File: src/rtl/i2c_crc_pkg.sv
package i2c_crc_pkg;
  typedef enum logic [2:0] {
    ST_IDLE,
    ST_ADDR,
    ST_REG,
    ST_WDATA,
    ST_WCRC,
    ST_RDATA,
    ST_RCRC
  } tgt_state_e;

  localparam int BYTE_W = 8;
endpackage

File: src/rtl/i2c_line_sync.sv
module i2c_line_sync #(
  parameter int STAGES = 2
) (
  input  logic clk,
  input  logic rst_n,
  input  logic scl_i,
  input  logic sda_i,
  output logic sda_lvl,
  output logic scl_rise,
  output logic scl_fall,
  output logic start_det,
  output logic stop_det
);
  logic [STAGES-1:0] scl_ff, sda_ff;
  logic scl_q, sda_q, scl_s;

  always_ff @(posedge clk or negedge rst_n) begin
    if (!rst_n) begin
      scl_ff <= '1;
      sda_ff <= '1;
      scl_q  <= 1'b1;
      sda_q  <= 1'b1;
    end else begin
      scl_ff <= {scl_ff[STAGES-2:0], scl_i};
      sda_ff <= {sda_ff[STAGES-2:0], sda_i};
      scl_q  <= scl_ff[STAGES-1];
      sda_q  <= sda_ff[STAGES-1];
    end
  end

  assign scl_s     = scl_ff[STAGES-1];
  assign sda_lvl   = sda_ff[STAGES-1];
  assign scl_rise  = scl_s & ~scl_q;
  assign scl_fall  = ~scl_s & scl_q;
  assign start_det = scl_s & scl_q & sda_q & ~sda_lvl;
  assign stop_det  = scl_s & scl_q & ~sda_q & sda_lvl;
endmodule

File: src/rtl/i2c_crc8_step.sv
module i2c_crc8_step #(
  parameter logic [7:0] POLY = 8'h07
) (
  input  logic [7:0] seed,
  input  logic [7:0] data,
  output logic [7:0] result
);
  logic [7:0] acc;

  always_comb begin
    acc = seed ^ data;
    for (int i = 0; i < 8; i++) begin
      acc = acc[7] ? ((acc << 1) ^ POLY) : (acc << 1);
    end
    result = acc;
  end
endmodule

File: src/rtl/i2c_regbank.sv
module i2c_regbank #(
  parameter int NREGS = 8,
  parameter int AW    = 8,
  parameter int DW    = 8
) (
  input  logic          clk,
  input  logic          rst_n,
  input  logic          wr_en,
  input  logic [AW-1:0] wr_addr,
  input  logic [DW-1:0] wr_data,
  input  logic [AW-1:0] rd_addr_a,
  output logic [DW-1:0] rd_data_a,
  input  logic [AW-1:0] rd_addr_b,
  output logic [DW-1:0] rd_data_b
);
  logic [DW-1:0] mem [NREGS];

  for (genvar g = 0; g < NREGS; g++) begin : g_reg
    always_ff @(posedge clk or negedge rst_n) begin
      if (!rst_n) begin
        mem[g] <= '0;
      end else if (wr_en && (wr_addr == AW'(g))) begin
        mem[g] <= wr_data;
      end
    end
  end

  always_comb begin
    rd_data_a = '0;
    rd_data_b = '0;
    for (int i = 0; i < NREGS; i++) begin
      if (rd_addr_a == AW'(i)) rd_data_a = mem[i];
      if (rd_addr_b == AW'(i)) rd_data_b = mem[i];
    end
  end
endmodule

File: src/rtl/i2c_crc_regtarget.sv
module i2c_crc_regtarget
  import i2c_crc_pkg::*;
#(
  parameter logic [6:0] TGT_ADDR    = 7'h2A,
  parameter int         NREGS       = 8,
  parameter logic [7:0] CRC_POLY    = 8'h07,
  parameter int         SYNC_STAGES = 2
) (
  input  logic       clk,
  input  logic       rst_n,
  input  logic       scl_i,
  input  logic       sda_i,
  output logic       sda_oe,
  input  logic       crc_en,
  input  logic [7:0] app_rd_addr,
  output logic [7:0] app_rd_data
);
  localparam logic [3:0] ACK_SLOT = 4'(BYTE_W);
  localparam logic [3:0] END_SLOT = 4'(BYTE_W + 1);

  logic sda_lvl, scl_rise, scl_fall, start_det, stop_det;
  tgt_state_e st;
  logic [3:0] bit_cnt;
  logic [7:0] rx_sh, tx_sh, ptr, crc_acc, wbuf;
  logic [7:0] crc_seed, crc_data, crc_out, rd_byte;
  logic [7:0] wr_addr, wr_data;
  logic wr_en, rw_q, host_ack, sda_oe_q, is_tx;

  i2c_line_sync #(.STAGES(SYNC_STAGES)) u_sync (
    .clk(clk), .rst_n(rst_n), .scl_i(scl_i), .sda_i(sda_i),
    .sda_lvl(sda_lvl), .scl_rise(scl_rise), .scl_fall(scl_fall),
    .start_det(start_det), .stop_det(stop_det)
  );

  i2c_regbank #(.NREGS(NREGS), .AW(8), .DW(8)) u_bank (
    .clk(clk), .rst_n(rst_n), .wr_en(wr_en), .wr_addr(wr_addr),
    .wr_data(wr_data), .rd_addr_a(ptr), .rd_data_a(rd_byte),
    .rd_addr_b(app_rd_addr), .rd_data_b(app_rd_data)
  );

  // One CRC step: received byte at the ack slot, register byte at load time
  assign crc_data = (bit_cnt == ACK_SLOT) ? rx_sh : rd_byte;
  assign crc_seed = (st == ST_ADDR && bit_cnt == ACK_SLOT) ? 8'h00 : crc_acc;

  i2c_crc8_step #(.POLY(CRC_POLY)) u_crc (
    .seed(crc_seed), .data(crc_data), .result(crc_out)
  );

  assign is_tx  = (st == ST_RDATA) || (st == ST_RCRC);
  assign sda_oe = sda_oe_q;

  always_ff @(posedge clk or negedge rst_n) begin
    if (!rst_n) begin
      st       <= ST_IDLE;
      bit_cnt  <= '0;
      rx_sh    <= '0;
      tx_sh    <= '0;
      ptr      <= '0;
      crc_acc  <= '0;
      wbuf     <= '0;
      wr_en    <= 1'b0;
      wr_addr  <= '0;
      wr_data  <= '0;
      rw_q     <= 1'b0;
      host_ack <= 1'b0;
      sda_oe_q <= 1'b0;
    end else begin
      wr_en <= 1'b0;
      if (start_det) begin
        st       <= ST_ADDR;
        bit_cnt  <= '0;
        sda_oe_q <= 1'b0;
      end else if (stop_det) begin
        st       <= ST_IDLE;
        bit_cnt  <= '0;
        sda_oe_q <= 1'b0;
      end else if (st != ST_IDLE) begin
        if (scl_rise) begin
          if (bit_cnt < ACK_SLOT) rx_sh <= {rx_sh[6:0], sda_lvl};
          else if (bit_cnt == ACK_SLOT) host_ack <= ~sda_lvl;
          if (bit_cnt != END_SLOT) bit_cnt <= bit_cnt + 4'd1;
        end else if (scl_fall) begin
          if (is_tx && bit_cnt != 4'd0 && bit_cnt < ACK_SLOT) begin
            tx_sh    <= tx_sh << 1;
            sda_oe_q <= ~tx_sh[6];
          end else if (bit_cnt == ACK_SLOT) begin
            sda_oe_q <= 1'b0;
            unique case (st)
              ST_ADDR: begin
                if (rx_sh[7:1] == TGT_ADDR) begin
                  sda_oe_q <= 1'b1;
                  rw_q     <= rx_sh[0];
                  crc_acc  <= crc_out;
                end else begin
                  st <= ST_IDLE;
                end
              end
              ST_REG: begin
                sda_oe_q <= 1'b1;
                ptr      <= rx_sh;
                crc_acc  <= crc_out;
              end
              ST_WDATA: begin
                sda_oe_q <= 1'b1;
                if (crc_en) begin
                  wbuf    <= rx_sh;
                  crc_acc <= crc_out;
                end else begin
                  wr_en   <= 1'b1;
                  wr_addr <= ptr;
                  wr_data <= rx_sh;
                  ptr     <= ptr + 8'd1;
                end
              end
              ST_WCRC: begin
                if (rx_sh == crc_acc) begin
                  sda_oe_q <= 1'b1;
                  wr_en    <= 1'b1;
                  wr_addr  <= ptr;
                  wr_data  <= wbuf;
                  ptr      <= ptr + 8'd1;
                  crc_acc  <= 8'h00;
                end else begin
                  st <= ST_IDLE;
                end
              end
              default: ;
            endcase
          end else if (bit_cnt == END_SLOT) begin
            bit_cnt  <= '0;
            sda_oe_q <= 1'b0;
            unique case (st)
              ST_ADDR: begin
                if (rw_q) begin
                  st       <= ST_RDATA;
                  tx_sh    <= rd_byte;
                  sda_oe_q <= ~rd_byte[7];
                  crc_acc  <= crc_out;
                  ptr      <= ptr + 8'd1;
                end else begin
                  st <= ST_REG;
                end
              end
              ST_REG:   st <= ST_WDATA;
              ST_WDATA: st <= crc_en ? ST_WCRC : ST_WDATA;
              ST_WCRC:  st <= ST_WDATA;
              ST_RDATA: begin
                if (!host_ack) begin
                  st <= ST_IDLE;
                end else if (crc_en) begin
                  st       <= ST_RCRC;
                  tx_sh    <= crc_acc;
                  sda_oe_q <= ~crc_acc[7];
                  crc_acc  <= 8'h00;
                end else begin
                  tx_sh    <= rd_byte;
                  sda_oe_q <= ~rd_byte[7];
                  ptr      <= ptr + 8'd1;
                end
              end
              ST_RCRC: begin
                if (!host_ack) begin
                  st <= ST_IDLE;
                end else begin
                  st       <= ST_RDATA;
                  tx_sh    <= rd_byte;
                  sda_oe_q <= ~rd_byte[7];
                  crc_acc  <= crc_out;
                  ptr      <= ptr + 8'd1;
                end
              end
              default: ;
            endcase
          end
        end
      end
    end
  end
endmodule

File: config.mk
export PLATFORM = sky130hd
export DESIGN_NAME = i2c_crc_regtarget
export DESIGN_NICKNAME = d
export VERILOG_FILES = /design/src/rtl/i2c_crc_pkg.sv /design/src/rtl/i2c_line_sync.sv /design/src/rtl/i2c_crc8_step.sv /design/src/rtl/i2c_regbank.sv /design/src/rtl/i2c_crc_regtarget.sv
export SDC_FILE = /design/constraint.sdc
export NUM_CORES = 1
export LEC_CHECK = 0
export ABC_AREA = 1
export ABC_CLOCK_PERIOD_IN_PS = 3800
export BUFFER_PORTS_ARGS = -buffer_cell sky130_fd_sc_hd__buf_2
export CAP_MARGIN = 0
export CELL_PAD_IN_SITES_DETAIL_PLACEMENT = 0
export CELL_PAD_IN_SITES_GLOBAL_PLACEMENT = 1
export CORE_MARGIN = 5
export CORE_UTILIZATION = 30
export CTS_CLUSTER_SIZE = 28
export DETAILED_ROUTE_END_ITERATION = 7
export PLACE_DENSITY = 0.62
export SYNTH_ARGS = -nofsm -noshare
export SYNTH_HDL_FRONTEND = slang
export SYNTH_SLANG_ARGS = --single-unit
File: constraint.sdc
create_clock -name clk -period 3.8 [get_ports clk]
set_clock_uncertainty 0.15 [all_clocks]
set_input_delay 1.14 -clock clk [delete_from_list [all_inputs] [get_ports clk]]
set_output_delay 1.14 -clock clk [all_outputs]
set_load 0.03 [all_outputs]
---- Word level (Yosys, flattened, before mapping) ----
Index checks and enable logic that the tools add are counted.
storage, ports and cells
  flip-flop bits (word level) ............. 136
  memories kept ........................... 0
  output and inout bits ................... 9
  word-level logic and storage cells ...... 265
  ROM bits ................................ 0
  bits in latches ......................... 0
  bits in writable memories ............... 0
  input port bits ......................... 13
operators by class
  multiplexer cells ....................... 111
  $mul .................................... 0
  $lt $le $gt $ge ......................... 1
  div/mod/pow operators ................... 0
  $add $sub $neg .......................... 2
  reductions and logical operators ........ 42
  shifts and indexed selects .............. 0
  bitwise operators ....................... 28
  equal/unequal tests ..................... 56
operator list
  kind                                                    number
  two-way mux 8 bit                                       38
  == test 8 x 3 -> 1 bit (second input constant)          12
  case mux 8 bit (3 select lines)                         3
  two-way mux 3 bit                                       23
  two-way mux 7 bit                                       7
  == test 8 x 2 -> 1 bit (second input constant)          6
  two-way mux 4 bit                                       9
  case mux 8 bit (2 select lines)                         2
  case mux 8 bit (4 select lines)                         1
  == test 8 x 1 -> 1 bit (second input constant)          3
  logical NOT 8 bit                                       3
  inverter 3 bit                                          8
  nonzero test 4 bit                                      6
  two-way mux 1 bit                                       22
  inequality test 3 bit (second input constant)           7
  case mux 7 bit (3 select lines)                         1
  AND reduction 10 bit                                    2
  AND reduction 9 bit                                     2
  AND reduction 16 bit                                    1
  case mux 3 bit (5 select lines)                         1
  AND reduction 13 bit                                    1
  inequality test 3 x 2 -> 1 bit (second input constant)  4
  inequality test 4 bit (second input constant)           3
  inverter 1 bit                                          12
  33 further kinds                                        63

---- Depth between registers and ports, before layout ----
Gate-level depths: netlist (run 1).
  word-level depth ........................ 31
  gate-level depth with buffers ........... 23
  gate-level depth less buffers ........... 23

---- Hierarchy ----
From an unflattened synthesis (run 1), not the netlist that was laid out.
unflattened totals
  cell total of the unflattened synthesis .. 1215
  area total of the unflattened synthesis .. 8514.4 sq um
modules (own cells, without submodules)
  module             instances  seq. area each (sq um)  area an instance (sq um)  cells an instance
  i2c_crc_regtarget  1          1651.6                  4410.5                    645
  i2c_regbank        1          1601.5                  3527.1                    479
  i2c_crc8_step      1          0.0                     377.9                     74
  i2c_line_sync      1          157.7                   198.9                     17

---- Worst setup path after synthesis (run 1) ----
OpenSTA, ideal clock, no wires.
  kind .................................... input to output
  from .................................... input port app_rd_addr[7]
  to ...................................... output port app_rd_data[2]
  stages .................................. 7
  setup slack ............................. -379 ps
  path buffers ............................ 1
  required time ........................... 2510 ps
  arrival ................................. 2889 ps
  cells stage by stage .................... or4_1 > nor2_1 > clkbuf_1 > nand3_1 > o2111ai_1 > a211oi_1 > o22ai_1
between the ends
  cells in the longest elaborated chain, start to end .. 9
RTL lines
  element                          line                     source
  from (decl)                      i2c_crc_regtarget.sv:15  input logic [7:0] app_rd_addr,
  logical NOT 8 bit                i2c_regbank.sv:33        if (rd_addr_b == AW'(i)) rd_data_b = mem[i];
  two-way mux 8 bit (7 in series)  i2c_regbank.sv:33
  two-way mux 8 bit (*)            i2c_regbank.sv:33
  to (decl)                        i2c_crc_regtarget.sv:16  output logic [7:0] app_rd_data
Every way passes the cells marked *; elsewhere a longest branch is shown, timed or not.

---- Worst setup path after layout (run 1) ----
Ends and elaborated chain as after synthesis.

==> results of run 1 <==
[cells by family (layout without fill, tap and decap cells)]
logic type | count (synthesis) | after routing
AOI/OAI and AO/OA | 247 | 247
xor gates and xnor gates | 11 | 11
adders and majority gates | 10 | 10
buffers and inverters | 157 | 202
DFF | 136 | 136
and+or+nand+nor | 511 | 511
[cell type report]
type,instances,area [um2]
Inverter,132,536.8
Fill cell,2833,17190
Clock inverter,13,133.9
Timing Repair Buffer,38,320.3
Sequential cell,136,3411
Tap cell,341,426.7
Multi-Input combinational cell,779,4328
Clock buffer,19,452.9
[final timing paths]
| kind | end | slack [ps] | depth (start not counted) | from |
|---|---|---|---|---|
| min reg2reg | u_sync.scl_ff[1]$_DFF_PN1_ | 210 | 0 | u_sync.scl_ff[0]$_DFF_PN1_ |
| max in group asynchronous | u_sync.scl_ff[1]$_DFF_PN1_ | 2140 | 2 | rst_n |
| min in group asynchronous | u_bank.mem[53]$_DFFE_PN0P_ | 590 | 1 | rst_n |
| max | app_rd_data[2] | -280 | 11 | app_rd_addr[7] |
| max reg2reg | crc_acc[7]$_DFFE_PN0P_ | 660 | 13 | u_sync.scl_q$_DFF_PN1_ |
| min | u_sync.scl_ff[1]$_DFF_PN1_ | 210 | 0 | u_sync.scl_ff[0]$_DFF_PN1_ |
[sequential cells by signal (all words and copies together), names as in the netlist]
register       cells
sda_oe             1
crc_acc            8
u_bank.mem        64
wr_en              1
rw_q               1
st                 3
bit_cnt            4
host_ack           1
wr_addr            8
u_sync.sda_ff      2
u_sync.sda_q       1
wbuf               8
tx_sh              7
wr_data            8
u_sync.scl_q       1
rx_sh              8
u_sync.scl_ff      2
ptr                8
[routing by layer]
metal,GRT usage,vias up,share of wire
met1,0.2367,3381,0.48
met3,0.03154,27,0.032
met5,0,-,0
met2,0.2846,133,0.47
li1,-,3631,-
met4,0.04454,0,0.015
[cell usage in the layout, fill, tap and decap left out, types with 7 or more instances in the layout]
cell	count
dfrtp_1	130
nand3_2	7
o211ai_1	7
ha_1	10
nand2_4	8
inv_1	108
buf_4	15
buf_6	10
o22ai_1	8
inv_2	19
a21oi_1	49
nand2_2	15
clkbuf_16	17
o21ai_0	127
nor2_4	8
o2111ai_4	7
xor2_1	11
nand3_1	70
nand2_1	281
buf_2	11
nor2_1	82
[report_power, final]
part / internal (mW) / switching [mW]
Sequential: 1.57 / 0.156
Clock: 0.955 / 0.716
Combinational: 0.307 / 0.700
[repair_timing]
item,CTS,global route
pin swaps,2,1
endpoints found under the setup margin,8,8
endpoints found under the hold margin,0,0
resized for setup,39,4
buffers inserted,0,1
[per-stage QoR]
stage	cell area (um2)	power, mW	TNS (ps)
final	9609	4.409	-1829
after global routing	9609	4.677	-2535
after CTS	9577	4.456	-1826
after detailed placement	8841	2.765	-3085
after global placement	8841	2.771	-2992
after floorplan	8294	2.417	-28.72
==> results.toml, run 1 <==
[logic_synthesis]
synthFlopType = "dfrtp_1"
synth_area_per_cell_um2 = 7.561
post-synth-top-area-cell = "dfrtp_1"
ys_warn_count = 0
synth_adder_area_share = 0.01544
synth_area_mm2 = 0.008105
synth_cell_types = 51
synth_mux_area_frac = 0
synth.area.top_cells = "dfrtp_1, nand2_1, o21ai_0, inv_1, nand3_1"
synth_cells = 1072
synth_top_area_frac = 0.4014
synthSimpleGateAreaFrac = 0.2962
syn_nets = 1095
synth_top_family_by_area = "simple AND/OR/NAND/NOR gates"
synth_edf_count = 0
synth_seq_cells = 136
synth_xor_area_frac = 0.01189
synth_compound_area_frac = 0.1755
yosysMostFrequentCell = "nand2_1"
ys_top_cells_by_count = "nand2_1, dfrtp_1, o21ai_0, inv_1, nor2_1"
async_flop_share = 1.000
yosysSeqAreaShare = 0.4208

[clock_network]
cts_made_buffers = 17
cts_htree_levels = 4
root_buffer = "clkbuf_16"
cts_tree = "built"
clk_pin_slew_ps = 60
cts_hold_buf = 0
clock-sinks = 136
cts_buffer_depth = 2
clkLatencyLatePin_ps = 430

[global_routing]
grt_start_max_net_pins = 76
grt.total_usage = 0.1735
grt_pass1_vias = 7150
grt_pass1_wl_mm = 41.38
grt_antenna_before_repair = 0
grt-ovfl-total = 0

[timing]
whs_ps = 206.4
slew_violations = 0
min_period_over_period = 1.073
setup_viol = 8
max_freq_mhz = 245.3
grt_setup_unrepaired = "true"
relSlewSlack = 0.4996
tightest_slew_ps = 750.6
hold_violations = 0
period_needed_ps = 4076
layout_setup_ws_ps = -276.0

[detailed_routing]
wl_mm = 25.78
drc = 0
viasPerCell = 4.919
ant_nets = 0
num_vias = 7172
drtPass1Iterations = 5
drt_iter0_markers = 561
routedWlPerCell_um = 17.68

[floorplanning]
die_y_um = 174.4
ios = 22
die_x_um = 174.4
dieArea_mm2 = 0.03040
placementRows = 60
start_util = 0.3024
coreArea_mm2 = 0.02680

[setup_path]
max_stage_delay_ps = 570
crit_chain = "buf_6, or4_4, nor2_4, inv_2, nor2_4, buf_4, nand2_1, o2111ai_2, a211oi_2, o22ai_4, buf_6"
critPathKind = "in -> out"
cp_max_fo = 5
required_ps = 2510
crit_buf_inv = 4
worstPathArrival_ps = 2790
crit_path_end_kind = "output port"
cp-start-kind = "input pin"
crit_family = "simple AND/OR/NAND/NOR gates"
crit_slowest_cell = "or4_4"

[run]
maxCapViolCount = 0

[pwr]
ir_drop_mv = 0.2756
leakage_nw = 4.285
cellPowerDensity_mw_per_mm2 = 458.8

[place]
dpl.cell_count = 1425
place_ws_ps = -421.8
gp_congestion = 0.8477
dp_hpwl_mm = 19.69
portBuffers = 21

[final_layout]
layout.cells.non_filler = 1458
fin_util = 0.3585
area_growth_pct = 18.56
fin_nets = 1127
drive_gt1_frac = 0.1665
antenna_cells = 0

[run_status]
violations = "setup timing"
status = "finished with violations"

[min_path]
min_path_type = "reg -> reg"
Power figures use the tool's default switching activity.
==> run 2, diff against run 1 <==
--- a/config.mk
+++ b/config.mk
@@ -11,7 +11,6 @@
 export CAP_MARGIN = 0
 export CELL_PAD_IN_SITES_DETAIL_PLACEMENT = 0
 export CELL_PAD_IN_SITES_GLOBAL_PLACEMENT = 1
-export CORE_MARGIN = 5
 export CORE_UTILIZATION = 30
 export CTS_CLUSTER_SIZE = 28
 export DETAILED_ROUTE_END_ITERATION = 7
==> run 2 against run 1 <==
The flow finishes with violations (DRC, setup timing). Largest power group is now the clock network. Via count grew 1.2%. Core utilization grew 1.1 points. Critical path type unchanged. Global-route usage grew 2.0 points.
==> results.toml, run 2 (synthesis gave the netlist of run 1 again) <==
[setup_path]
r2r_slack_ps = 740
critPathKind = "in -> out"
r2r-start = "u_sync.scl_q$_DFF_PN1_"
rr_worst_depth = 13
required_ps = 2510
crit_path_end_kind = "output port"
worstPathArrival_ps = 2820
r2r_end = "crc_acc[7]$_DFFE_PN0P_"
cp-start-kind = "input pin"
cp_max_fo = 6

[clock_network]
cts_buffer_depth = 2
clk_pin_slew_ps = 60
cts_made_buffers = 17
cts_tree = "built"
cts_hold_buf = 0
root_buffer = "clkbuf_16"
clkLatencyLatePin_ps = 430
cts_htree_levels = 4
clock-sinks = 136

[floorplanning]
start_util = 0.3084
dieArea_mm2 = 0.02768
die_x_um = 166.4
placementRows = 59
die_y_um = 166.4
ios = 22
coreArea_mm2 = 0.02628

[detailed_routing]
ant_nets = 0
drt_iter0_markers = 608
drtPass1Iterations = 7
num_vias = 7261
viasPerCell = 4.997
routedWlPerCell_um = 17.50
drc = 2
wl_mm = 25.42

[pwr]
leakage_nw = 4.347
cellPowerDensity_mw_per_mm2 = 472.6
finalPower_mw = 4.595
ir_drop_mv = 0.2405

[timing]
max_freq_mhz = 243.0
setup-tns-final_ps = -1939
period_needed_ps = 4115
slew_violations = 0
min_period_over_period = 1.083
grt_setup_unrepaired = "true"
relSlewSlack = 0.2580
layout_setup_ws_ps = -314.6
tightest_slew_ps = 1113
hold_violations = 0
setup_viol = 8

[final_layout]
fillerInstances = 2778
drive_gt1_frac = 0.1726
fin_nets = 1128
regArea_mm2 = 0.003411
final_common_cell = "nand2_1"
regMostFlops = "u_bank.mem"
antenna_cells = 0
area_growth_pct = 19.98
largest_reg_flops = 64
mostFrequentLayoutCells = "nand2_1, dfrtp_1, o21ai_0"
multi_input_area_mm2 = 0.004350

[run_status]
status = "finished with violations"
violations = "DRC, setup timing"

[place]
portBuffers = 21
dp_hpwl_mm = 19.45
gp_congestion = 0.8300

[global_routing]
grt-ovfl-total = 0
grt_antenna_before_repair = 1
grt_start_max_net_pins = 69
grt_pass1_vias = 7214
grt.total_usage = 0.1939
grt_pass1_wl_mm = 41.42

[min_path]
hp-start = "u_sync.sda_ff[0]$_DFF_PN1_"
min_to = "u_sync.sda_ff[1]$_DFF_PN1_"
min_path_type = "reg -> reg"
hold_depth = 0

[run]
maxCapViolCount = 0
[run 2: through the flow]
step	util	hold slack (ps)	setup WS (ps)	std cells	cell area (um2)
2_1_floorplan	-	195.2	-28.72	1072	8294
3_3_place_gp	0.3360	196.3	-358.5	1417	8831
3_5_place_dp	0.3360	197.5	-403.8	1417	8831
4_1_cts	0.3661	206.4	-323.0	1450	9622
5_1_grt	0.3700	209.8	-394.6	1453	9724
6_report	0.3700	204.7	-314.6	1453	9724
[run 2: critical path, cell delays in order]
cell and delay, ps:
buf_6 90, or4_4 560, nor2_4 160, inv_2 50
nor2_4 130, inv_4 70, o211ai_1 250, a221oi_2 100
o2111ai_4 100, buf_6 160
[run 2: cell type report]
class / count / area share
tap: 335 / 0.04310
timing repair buffer: 39 / 0.03564
inverter: 132 / 0.05546
clock buffer: 19 / 0.04555
clock inverter: 13 / 0.02213
multi-input combinational: 779 / 0.4474
sequential: 136 / 0.3507
[run 2: layer usage]
layer,vias to the layer above,GRT usage,share of wire
met3,22,0.02812,0.043
met1,3446,0.2753,0.49
met2,154,0.3080,0.46
met5,-,0,0
met4,0,0.04952,0.011
li1,3639,-,-
[run 2: worst max path at each step]
stage,depth (start not counted),endpoint,from
2_1_floorplan,8,app_rd_data[2],app_rd_addr[7]
3_3_place_gp,10,app_rd_data[4],app_rd_addr[7]
3_5_place_dp,10,app_rd_data[6],app_rd_addr[7]
4_1_cts,8,app_rd_data[2],app_rd_addr[4]
5_1_grt,10,app_rd_data[6],app_rd_addr[7]
6_report,10,app_rd_data[6],app_rd_addr[7]
[run 2: power by group]
group	switching (mW)	internal (mW)
Clock	0.678	1.19
Sequential	0.158	1.57
Combinational	0.689	0.304
[run 2: timing repair]
item	CTS	global route
pin swaps	10	9
setup buffers	1	3
setup endpoints to repair	8	8
cloned	0	0
resized for setup	36	16
